==> config.mk <==
export PLATFORM = sky130hd
export DESIGN_NAME = adc_step_sequencer
export DESIGN_NICKNAME = d
export VERILOG_FILES = /design/src/rtl/adcseq_pkg.sv /design/src/rtl/adcseq_prescale.sv /design/src/rtl/adcseq_fifo.sv /design/src/rtl/adc_step_sequencer.sv
export SDC_FILE = /design/constraint.sdc
export NUM_CORES = 2
export LEC_CHECK = 0
export CORE_MARGIN = 2
export CORE_UTILIZATION = 60
export CTS_CLUSTER_DIAMETER = 150
export CTS_CLUSTER_SIZE = 10
export DETAILED_ROUTE_END_ITERATION = 10
export DONT_BUFFER_PORTS = 1
export PLACE_DENSITY = 0.75
export SYNTH_ARGS = -nofsm -noshare
export SYNTH_HDL_FRONTEND = slang
export SYNTH_HIERARCHICAL = 1
export SYNTH_SLANG_ARGS = --single-unit
==> constraint.sdc <==
create_clock -name clk -period 12.95 [get_ports clk]
set_input_delay 1.9425 -clock clk [delete_from_list [all_inputs] [get_ports clk]]
set_output_delay 1.9425 -clock clk [all_outputs]
set_load 0.005 [all_outputs]
==> src/rtl/adcseq_pkg.sv <==
package adcseq_pkg;

    typedef enum logic [2:0] {
        S_IDLE,
        S_SCAN,
        S_OPEN,
        S_CONV,
        S_STORE,
        S_DONE
    } seq_state_t;

    localparam logic [7:0] A_CTRL  = 8'h00;
    localparam logic [7:0] A_PRESC = 8'h01;
    localparam logic [7:0] A_MASK  = 8'h02;
    localparam logic [7:0] A_STAT  = 8'h03;
    localparam logic [7:0] A_THR0  = 8'h04;
    localparam logic [7:0] A_THR1  = 8'h05;
    localparam logic [7:0] A_CNT0  = 8'h06;
    localparam logic [7:0] A_CNT1  = 8'h07;
    localparam logic [7:0] A_DATA0 = 8'h08;
    localparam logic [7:0] A_DATA1 = 8'h09;

    localparam logic [3:0] PAGE_CFG = 4'h1;
    localparam logic [3:0] PAGE_DLY = 4'h2;

    localparam int ST_THR0 = 0;
    localparam int ST_THR1 = 1;
    localparam int ST_EOS  = 2;
    localparam int ST_OVF0 = 3;
    localparam int ST_OVF1 = 4;
    localparam int ST_W    = 5;

endpackage

==> src/rtl/adcseq_prescale.sv <==
module adcseq_prescale #(
    parameter int W = 16
) (
    input  logic         clk,
    input  logic         rst_n,
    input  logic         run,
    input  logic [W-1:0] ratio_m1,
    output logic         tick
);

    logic [W-1:0] cnt;

    assign tick = run && (cnt >= ratio_m1);

    always_ff @(posedge clk or negedge rst_n) begin
        if (!rst_n)
            cnt <= '0;
        else if (!run || tick)
            cnt <= '0;
        else
            cnt <= cnt + 1'b1;
    end

endmodule

==> src/rtl/adcseq_fifo.sv <==
module adcseq_fifo #(
    parameter int WW    = 21,
    parameter int DEPTH = 64,
    localparam int AW   = (DEPTH > 1) ? $clog2(DEPTH) : 1,
    localparam int CW   = $clog2(DEPTH + 1)
) (
    input  logic          clk,
    input  logic          rst_n,
    input  logic          push,
    input  logic [WW-1:0] din,
    input  logic          pop,
    output logic [WW-1:0] dout,
    output logic [CW-1:0] count,
    output logic          drop
);

    logic [WW-1:0] mem [DEPTH];
    logic [AW-1:0] rp, wp;
    logic          full, empty, do_push, do_pop;

    assign full    = (count == CW'(DEPTH));
    assign empty   = (count == '0);
    assign do_push = push && !full;
    assign do_pop  = pop && !empty;
    assign drop    = push && full;
    assign dout    = empty ? '0 : mem[rp];

    always_ff @(posedge clk) begin
        if (do_push)
            mem[wp] <= din;
    end

    always_ff @(posedge clk or negedge rst_n) begin
        if (!rst_n) begin
            rp    <= '0;
            wp    <= '0;
            count <= '0;
        end else begin
            if (do_push)
                wp <= (wp == AW'(DEPTH - 1)) ? '0 : wp + 1'b1;
            if (do_pop)
                rp <= (rp == AW'(DEPTH - 1)) ? '0 : rp + 1'b1;
            unique case ({do_push, do_pop})
                2'b10:   count <= count + 1'b1;
                2'b01:   count <= count - 1'b1;
                default: count <= count;
            endcase
        end
    end

endmodule

==> src/rtl/adc_step_sequencer.sv <==
module adc_step_sequencer
    import adcseq_pkg::*;
#(
    parameter int NSTEP = 16,
    parameter int DEPTH = 64,
    parameter int DW    = 12,
    parameter int PSW   = 16,
    parameter int DLYW  = 8,
    localparam int CSW  = $clog2(NSTEP + 2),
    localparam int SIW  = $clog2(NSTEP),
    localparam int CNTW = $clog2(DEPTH + 1),
    localparam int WW   = CSW + 4 + DW,
    localparam int AccW = DW + 4
) (
    input  logic        clk,
    input  logic        rst_n,
    input  logic        reg_wr,
    input  logic        reg_rd,
    input  logic [7:0]  reg_addr,
    input  logic [31:0] reg_wdata,
    output logic [31:0] reg_rdata,
    output logic        adc_req,
    output logic [3:0]  adc_sel,
    input  logic        adc_ack,
    input  logic [11:0] adc_data,
    output logic        irq
);

    // programming state
    logic             glb_en;
    logic [PSW-1:0]   div_q;
    logic [NSTEP:0]   mask;
    logic [CNTW-1:0]  thr0, thr1, cnt0, cnt1;
    logic [ST_W-1:0]  status;
    logic [8:0]       cfg_q [NSTEP];
    logic [DLYW-1:0]  dly_q [NSTEP];

    // sequencer state
    seq_state_t       state, state_nx;
    logic [CSW-1:0]   cur, nxt_idx;
    logic             found;
    logic [DLYW-1:0]  dly_cnt;
    logic [AccW-1:0]  acc;
    logic [4:0]       smp;
    logic             tick;

    logic [CSW-1:0]   sidx;
    logic [8:0]       cur_cfg;
    logic [DLYW-1:0]  cur_dly;
    logic [2:0]       eff;
    logic [4:0]       smp_last;
    logic [DW-1:0]    result;
    logic             push0, push1, drop0, drop1, clr_en;
    logic [CSW-1:0]   clr_idx;
    logic [WW-1:0]    word, dout0, dout1;

    assign sidx     = cur - 1'b1;
    assign cur_cfg  = cfg_q[sidx[SIW-1:0]];
    assign cur_dly  = dly_q[sidx[SIW-1:0]];
    assign eff      = (cur_cfg[6:4] > 3'd4) ? 3'd4 : cur_cfg[6:4];
    assign smp_last = (5'd1 << eff) - 5'd1;
    assign result   = DW'(acc >> eff);
    assign word     = {cur, 4'b0000, result};
    assign irq      = |status;

    adcseq_prescale #(.W(PSW)) u_presc (
        .clk(clk), .rst_n(rst_n), .run(glb_en), .ratio_m1(div_q), .tick(tick)
    );

    adcseq_fifo #(.WW(WW), .DEPTH(DEPTH)) u_fifo0 (
        .clk(clk), .rst_n(rst_n), .push(push0), .din(word),
        .pop(reg_rd && reg_addr == A_DATA0), .dout(dout0), .count(cnt0), .drop(drop0)
    );

    adcseq_fifo #(.WW(WW), .DEPTH(DEPTH)) u_fifo1 (
        .clk(clk), .rst_n(rst_n), .push(push1), .din(word),
        .pop(reg_rd && reg_addr == A_DATA1), .dout(dout1), .count(cnt1), .drop(drop1)
    );

    // per-step configuration storage
    for (genvar s = 0; s < NSTEP; s++) begin : g_step
        always_ff @(posedge clk or negedge rst_n) begin
            if (!rst_n) begin
                cfg_q[s] <= '0;
                dly_q[s] <= '0;
            end else if (reg_wr) begin
                if (reg_addr == {PAGE_CFG, 4'(s)}) cfg_q[s] <= reg_wdata[8:0];
                if (reg_addr == {PAGE_DLY, 4'(s)}) dly_q[s] <= reg_wdata[DLYW-1:0];
            end
        end
    end

    // global registers, mask and status
    always_ff @(posedge clk or negedge rst_n) begin
        if (!rst_n) begin
            glb_en <= 1'b0;
            div_q  <= '0;
            mask   <= '0;
            thr0   <= '0;
            thr1   <= '0;
            status <= '0;
        end else begin
            if (reg_wr && reg_addr == A_CTRL)  glb_en <= reg_wdata[0];
            if (reg_wr && reg_addr == A_PRESC) div_q  <= reg_wdata[PSW-1:0];
            if (reg_wr && reg_addr == A_THR0)  thr0   <= reg_wdata[CNTW-1:0];
            if (reg_wr && reg_addr == A_THR1)  thr1   <= reg_wdata[CNTW-1:0];
            if (reg_wr && reg_addr == A_MASK)  mask   <= reg_wdata[NSTEP:0];
            else if (clr_en)                   mask[clr_idx] <= 1'b0;
            status <= (status & ~((reg_wr && reg_addr == A_STAT) ? reg_wdata[ST_W-1:0] : '0))
                    | {drop1, drop0, state == S_DONE, cnt1 > thr1, cnt0 > thr0};
        end
    end

    // lowest enabled step at or after the cursor
    always_comb begin
        found   = 1'b0;
        nxt_idx = '0;
        for (int i = NSTEP; i >= 0; i--) begin
            if (mask[i] && CSW'(i) >= cur) begin
                found   = 1'b1;
                nxt_idx = CSW'(i);
            end
        end
    end

    // next-state logic
    always_comb begin
        state_nx = state;
        unique case (state)
            S_IDLE:  if (|mask) state_nx = S_SCAN;
            S_SCAN:  if (!found) state_nx = S_DONE;
                     else if (nxt_idx != '0) state_nx = S_OPEN;
            S_OPEN:  if (dly_cnt == cur_dly) state_nx = S_CONV;
            S_CONV:  if (adc_ack && smp == smp_last) state_nx = S_STORE;
            S_STORE: state_nx = S_SCAN;
            S_DONE:  state_nx = S_IDLE;
            default: state_nx = S_IDLE;
        endcase
        if (!glb_en) state_nx = S_IDLE;
    end

    // state register
    always_ff @(posedge clk or negedge rst_n) begin
        if (!rst_n) state <= S_IDLE;
        else        state <= state_nx;
    end

    // step datapath
    always_ff @(posedge clk or negedge rst_n) begin
        if (!rst_n) begin
            cur     <= '0;
            dly_cnt <= '0;
            acc     <= '0;
            smp     <= '0;
        end else begin
            unique case (state)
                S_IDLE:  cur <= '0;
                S_SCAN:  if (found) begin
                             cur     <= (nxt_idx == '0) ? CSW'(1) : nxt_idx;
                             dly_cnt <= '0;
                             acc     <= '0;
                             smp     <= '0;
                         end
                S_OPEN:  if (tick && dly_cnt != cur_dly) dly_cnt <= dly_cnt + 1'b1;
                S_CONV:  if (adc_ack) begin
                             acc <= acc + AccW'(adc_data);
                             smp <= smp + 1'b1;
                         end
                S_STORE: cur <= cur + 1'b1;
                default: ;
            endcase
        end
    end

    // outputs
    always_comb begin
        adc_req = (state == S_CONV) && glb_en;
        adc_sel = cur_cfg[3:0];
        push0   = (state == S_STORE) && glb_en && !cur_cfg[7];
        push1   = (state == S_STORE) && glb_en &&  cur_cfg[7];
        clr_en  = 1'b0;
        clr_idx = cur;
        if (state == S_SCAN && found && nxt_idx == '0) begin
            clr_en  = 1'b1;
            clr_idx = '0;
        end else if (state == S_STORE && glb_en && !cur_cfg[8]) begin
            clr_en  = 1'b1;
        end
    end

    // register read mux
    always_comb begin
        reg_rdata = '0;
        unique case (reg_addr)
            A_CTRL:  reg_rdata = 32'(glb_en);
            A_PRESC: reg_rdata = 32'(div_q);
            A_MASK:  reg_rdata = 32'(mask);
            A_STAT:  reg_rdata = 32'(status);
            A_THR0:  reg_rdata = 32'(thr0);
            A_THR1:  reg_rdata = 32'(thr1);
            A_CNT0:  reg_rdata = 32'(cnt0);
            A_CNT1:  reg_rdata = 32'(cnt1);
            A_DATA0: reg_rdata = 32'(dout0);
            A_DATA1: reg_rdata = 32'(dout1);
            default: begin
                if (reg_addr[7:4] == PAGE_CFG) reg_rdata = 32'(cfg_q[reg_addr[SIW-1:0]]);
                if (reg_addr[7:4] == PAGE_DLY) reg_rdata = 32'(dly_q[reg_addr[SIW-1:0]]);
            end
        endcase
    end

endmodule

Yosys cells after proc, flatten, opt, wreduce, memory -nomap -nowiden
Memories as Yosys holds them, arrays and structs flattened.
Index checks and enable logic that the tools add are counted.

word-level totals
  register bits = 416
  RAM bits = 2176
  input port bits = 57
  output and inout bits = 38
  logic and storage cells = 359
  memories = 2

memory list
  name         words  bits a word  rd ports  clocked after Yosys merged registers in  wr ports  RTL line           RTL
  u_fifo0.mem  64     17           1         0                                        1         adcseq_fifo.sv:17  logic [WW-1:0] mem [DEPTH];
  u_fifo1.mem  64     17           1         0                                        1         adcseq_fifo.sv:17

cells by class
  add/subtract/negate cells = 15
  magnitude comparators = 25
  equal/unequal tests = 68
  shift-type cells = 2
  muxes and demuxes = 90
  bitwise operators = 7
  reductions and logical operators = 100

operator list
  operator                                                           number
  case mux 32 bit (10 select lines)                                  1
  equality test 8 x 5 -> 1 bit (second input constant)               16
  equality test 8 x 6 -> 1 bit (second input constant)               16
  two-way mux 5 bit                                                  23
  binary-select mux 9 bit (select 4 bit)                             2
  AND reduction 2 bit                                                33
  binary-select mux 8 bit (select 4 bit)                             2
  two-way mux 16 bit                                                 3
  two-way mux 8 bit                                                  6
  two-way mux 9 bit                                                  5
  logical AND 1 bit                                                  42
  two-way mux 21 bit                                                 2
  greater-or-equal comparator 4 x 5 -> 1 bit (first input constant)  8
  two-way mux 17 bit                                                 2
  equality test 8 x 3 -> 1 bit (second input constant)               4
  two-way mux 32 bit                                                 1
  case mux 16 bit (2 select lines)                                   1
  case mux 7 bit (2 select lines)                                    2
  adder 6 x 1 -> 6 bit (second input constant)                       4
  equality test 6 bit (second input constant)                        4
  two-way mux 1 bit                                                  24
  two-way mux 6 bit                                                  4
  two-way mux 3 bit                                                  7
  greater-or-equal comparator 3 x 5 -> 1 bit (first input constant)  4
  60 further kinds                                                   91

Logic depth before layout (Yosys ltp)
  depth after elaboration = 30
  gate-level depth with buffers = 24
  gate-level depth less buffers = 15

By module
The synthesis kept the hierarchy.

modules (own cells, without submodules)
  module                  instances  cells an instance  area an instance (sq um)  sequential area each (sq um)
  adcseq_fifo at u_fifo1  1          2507               52601.7                   40834.2
  adcseq_fifo at u_fifo0  1          2507               52597.9                   40834.2
  adc_step_sequencer      1          1633               21028.9                   9058.7
  adcseq_prescale         1          127                1148.6                    400.4

Least setup slack after synthesis
OpenSTA, ideal clock, no wires.

  kind = register -> register
  start = reg cur[0]
  end = mem u_fifo0/mem[0][9] (netlist name), data pin
  library setup time = 1.197 ns
  arrival time = 9.913 ns
  data required time = 11.753 ns
  slack = 1.840 ns
  stages on the path, launching flop included = 16
  path buffers = 7
  period minus slack after synthesis = 11.110 ns
  cell sequence = dfrtp_1 -> buf_6 -> buf_6 -> buf_4 -> inv_2 -> ha_1 -> buf_4 -> buf_2 -> buf_1 -> mux2i_1 -> o21ai_1 -> nor2b_2 -> buf_4 -> mux2i_1 -> mux2_2 -> o21ai_0

on the way
  cells in the longest elaborated chain, start to end = 8

RTL lines
  element                                                  RTL line                   RTL
  from (decl)                                              adc_step_sequencer.sv:40   logic [CSW-1:0] cur, nxt_idx;
  from (signal assigned)                                   adc_step_sequencer.sv:159  cur <= (nxt_idx == '0) ? CSW'(1) : nxt_idx;
  from (signal assigned)                                   adc_step_sequencer.sv:169  S_STORE: cur <= cur + 1'b1;
  subtractor 4 x 1 -> 4 bit *                              adc_step_sequencer.sv:57   assign sidx = cur - 1'b1;
  NOT 4 -> 5 bit (implied by the code) *                   adc_step_sequencer.sv:58   assign cur_cfg = cfg_q[sidx[SIW-1:0]];
  binary-select mux 9 bit (select 4 bit) *                 adc_step_sequencer.sv:58
  two-way mux 9 bit (implied by the code) * (2 in series)  adc_step_sequencer.sv:58
  greater-than comparator 3 bit                            adc_step_sequencer.sv:60   assign eff = (cur_cfg[6:4] > 3'd4) ? 3'd4 : cur_cfg[6:4];
  two-way mux 3 bit *                                      adc_step_sequencer.sv:60
  >> shifter 16 x 3 -> 12 bit *                            adc_step_sequencer.sv:62   assign result = DW'(acc >> eff);
  via result[9]                                            adc_step_sequencer.sv:52   logic [DW-1:0] result;
  to (decl)                                                adcseq_fifo.sv:17

The timed path passes the listed nets; every way through them passes the cells marked *. The select of a mux whose other input is x is not followed.

Final worst setup path
  start = reg u_fifo0.rp[0]
  end = out reg_rdata[0]

on the way
  cells in the longest elaborated chain, start to end = 3

RTL lines
  element                            RTL line                   RTL
  from (decl)                        adcseq_fifo.sv:18          logic [AW-1:0] rp, wp;
  from (signal assigned)             adcseq_fifo.sv:42          rp <= (rp == AW'(DEPTH - 1)) ? '0 : rp + 1'b1;
  memory (64 x 17 bit)               n/a
  two-way mux 21 bit                 adcseq_fifo.sv:26          assign dout = empty ? '0 : mem[rp];
  via dout0[0]                       adc_step_sequencer.sv:55   logic [WW-1:0] word, dout0, dout1;
  case mux 32 bit (10 select lines)  adc_step_sequencer.sv:194  unique case (reg_addr)
  to (decl)                          adc_step_sequencer.sv:21   output logic [31:0] reg_rdata,

The timed path passes the listed nets, and every way through them passes these cells.

==> impl_metrics.json <==
{
  "outcome": "finished with violations",
  "violations": "slew limit",
  "numCtsBuffers": 360,
  "synth_edf_count": 2688,
  "yosys_warnings": 6,
  "htreeDepth": 5,
  "worst_skew_pair.late_latency_ns": 0.99,
  "crit_path_start": "u_fifo0/rp[0]",
  "postRouteAntennaNets": 0,
  "tns_ns": 0,
  "drt-initial-drc-count": 8678,
  "rsz0062_at_grt": "false",
  "yosysTopAreaCellShare_pct": 63.4,
  "cts.sinks": 3104,
  "finalNonFillerCells": 10392,
  "wl_met2_um": 151000,
  "hpwl_um": 184000,
  "ys_types": 87,
  "synth_top_area_cell": "edfxtp_1",
  "fin_worst_skew_ns": 0.0951,
  "hp-class": "flip-flop to flip-flop",
  "routedWlPerCell_um": 30.5,
  "drt-met1-wl_um": 120000,
  "start_kind": "flip-flop",
  "drt_wl_total_um": 317000,
  "path_clk_slew_ns": 0.06,
  "max_cap_violations": 0,
  "dieArea_um2": 216000,
  "dr.max_layer_used": "met5",
  "r2r-start": "cur[1]",
  "coreArea_um2": 211000,
  "grt_overflow": 0,
  "gp_congestion": 0.903,
  "slew_violations": 204,
  "rows": 169,
  "critical_path_arrival_ns": 6.13,
  "die-width_um": 465,
  "finalPower_mw": 20.2,
  "r2r_end": "u_fifo0/mem[7][7]",
  "tightest_slew_ns": 1.89,
  "cts_tree": "done",
  "antenna_found_initial": 9,
  "r2r_slack_ns": 5.63,
  "min_to": "status[0]",
  "postSynthAreaPerCell_um2": 18.8,
  "hold_start": "status[0]",
  "hold_violations": 0,
  "grt_max_degree": 417,
  "ctsResizeCount": 0,
  "drc": 0,
  "nets": 7579,
  "irDropWorstVdd_mv": 0.160,
  "die_h_um": 465,
  "leakage_nw": 47.1,
  "detail_route.vias_per_cell": 6.60,
  "cp-end-kind": "primary output",
  "cts-root-buf": "clkbuf_16",
  "holdBufCountCts": 0,
  "grt_pass1_wl_um": 463000,
  "synthTopCellsByArea": "edfxtp_1 (63%), mux4_2 (12%), dfrtp_1 (8.2%)",
  "drtPass1Iterations": 8,
  "synth_common_cells": "edfxtp_1 (2688), mux4_2 (657), dfrtp_1 (416), mux2_2 (404), mux2i_1 (346)",
  "wl_met3_um": 32000,
  "start_util_pct": 60.2,
  "drive_gt1_share_pct": 24.8,
  "synthFlopType": "edfxtp_1",
  "port_buffers": 0,
  "path_max_fanout": 117,
  "grtUsageTotal_pct": 29.4,
  "path_class": "flip-flop to primary output",
  "routed-via-count": 68590,
  "setup_viol": 0,
  "synthesis.area_um2": 127000,
  "final_core_util_pct": 67.5,
  "synthArstFlopShare_pct": 13.4,
  "holdPathStages": 2,
  "min_period_over_period_pct": 62.4,
  "io_pins": 95,
  "clockBufferDepth": 4,
  "power_density_nw_per_um2": 142,
  "synthCells": 6774,
  "fmax_mhz": 124,
  "grt_pass1_vias": 68860,
  "cp.required_ns": 11.01,
  "cts_post_setup_buffers_inserted": 0,
  "area_growth_pct": 12.0,
  "dp.cells": 9921,
  "yosysMostFrequentCell": "edfxtp_1",
  "synth-seq-cells": 3104,
  "relSlewSlack_pct": -26.2,
  "r2r_cells": 11,
  "min_period_ns": 8.08,
  "yosysSeqAreaShare_pct": 71.5
}
worst max-delay path by stage:
| stage | endpoint | slack (ns) |
|---|---|---|
| CTS | reg_rdata[0] | 4.85 |
| floorplan | u_fifo0/mem[0][9] | 1.84 |
| finish | reg_rdata[0] | 4.87 |
| global route | reg_rdata[0] | 4.66 |
| detailed placement | u_fifo0/mem[48][6] | 5.80 |
| global placement | reg_rdata[0] | 5.93 |
power by group:
part	total (mW)	switching, mW	internal, mW
Combinational	0.614	0.331	0.283
Sequential	10.9	0.0676	10.9
Clock	8.69	3.66	5.04
stage by stage:
step	setup slack, ns	cell area, µm²	hold WS [ns]
5_1_grt	4.66	143000	0.538
6_report	4.87	143000	0.519
2_1_floorplan	1.84	129000	0.466
4_1_cts	4.85	143000	0.515
3_5_place_dp	5.80	133000	0.500
3_3_place_gp	5.93	133000	0.497
per-layer routing:
metal / vias to the layer above / global-route usage [%]
li1: 28421 / -
met1: 35709 / 41.0
met2: 3811 / 45.7
met3: 647 / 6.34
met4: 2 / 12.0
met5: - / 0
worst max-delay path, stage by stage, from the launching register on:
cell and delay, ns:
dfrtp_4 0.91, buf_12 0.58, buf_4 0.74, mux4_2 0.59, a211oi_1 0.33, o21ai_0 0.28
a32o_1 0.50, a22oi_1 0.22, a21oi_1 0.11, a221oi_1 0.24, nand4_1 0.34
sequential cells by signal (all words and copies together) (netlist names), 8 cells and up:
| signal | flops |
|---|---|
| cfg_q | 144 |
| div_q | 16 |
| u_fifo0/mem | 1344 |
| u_presc/cnt | 16 |
| mask | 17 |
| dly_q | 128 |
| dly_cnt | 8 |
| u_fifo1/mem | 1344 |
| acc | 16 |
placed cells by master (no fill, tap or decap), types with 69 or more instances in the layout:
| cell type | count |
|---|---|
| nand3_1 | 69 |
| mux2i_1 | 345 |
| buf_4 | 231 |
| o22ai_1 | 159 |
| clkbuf_1 | 89 |
| nor2_2 | 127 |
| mux4_2 | 657 |
| a21oi_1 | 122 |
| nor2_1 | 99 |
| nand2_1 | 219 |
| edfxtp_1 | 2688 |
| clkbuf_16 | 365 |
| a22oi_1 | 103 |
| conb_1 | 523 |
| mux2_2 | 404 |
| dfrtp_1 | 402 |
| o21ai_0 | 165 |
cells by family after synthesis:
kind of cell	after synthesis	share of synthesized area [%]
flops	3104	71.5
mux	1407	17.9
compound gates	882	4.70
simple gates	753	2.81
buf+inv	496	1.95
xor+xnor	71	0.503
fa+ha+maj	60	0.595
other cells	1	0.00294
cell type report:
| class | instances | area, µm² |
|---|---|---|
| fillers | 13356 | 68800 |
| flip-flops and latches | 3104 | 91200 |
| inverters | 64 | 240 |
| well taps | 2821 | 3530 |
| multi-input cells | 3696 | 36300 |
| clock inverters | 10 | 129 |
| diodes | 7 | 17.5 |
| repair buffers | 236 | 1830 |
| clock buffers | 454 | 9470 |
Note: power is estimated with default switching activity, not from simulation.
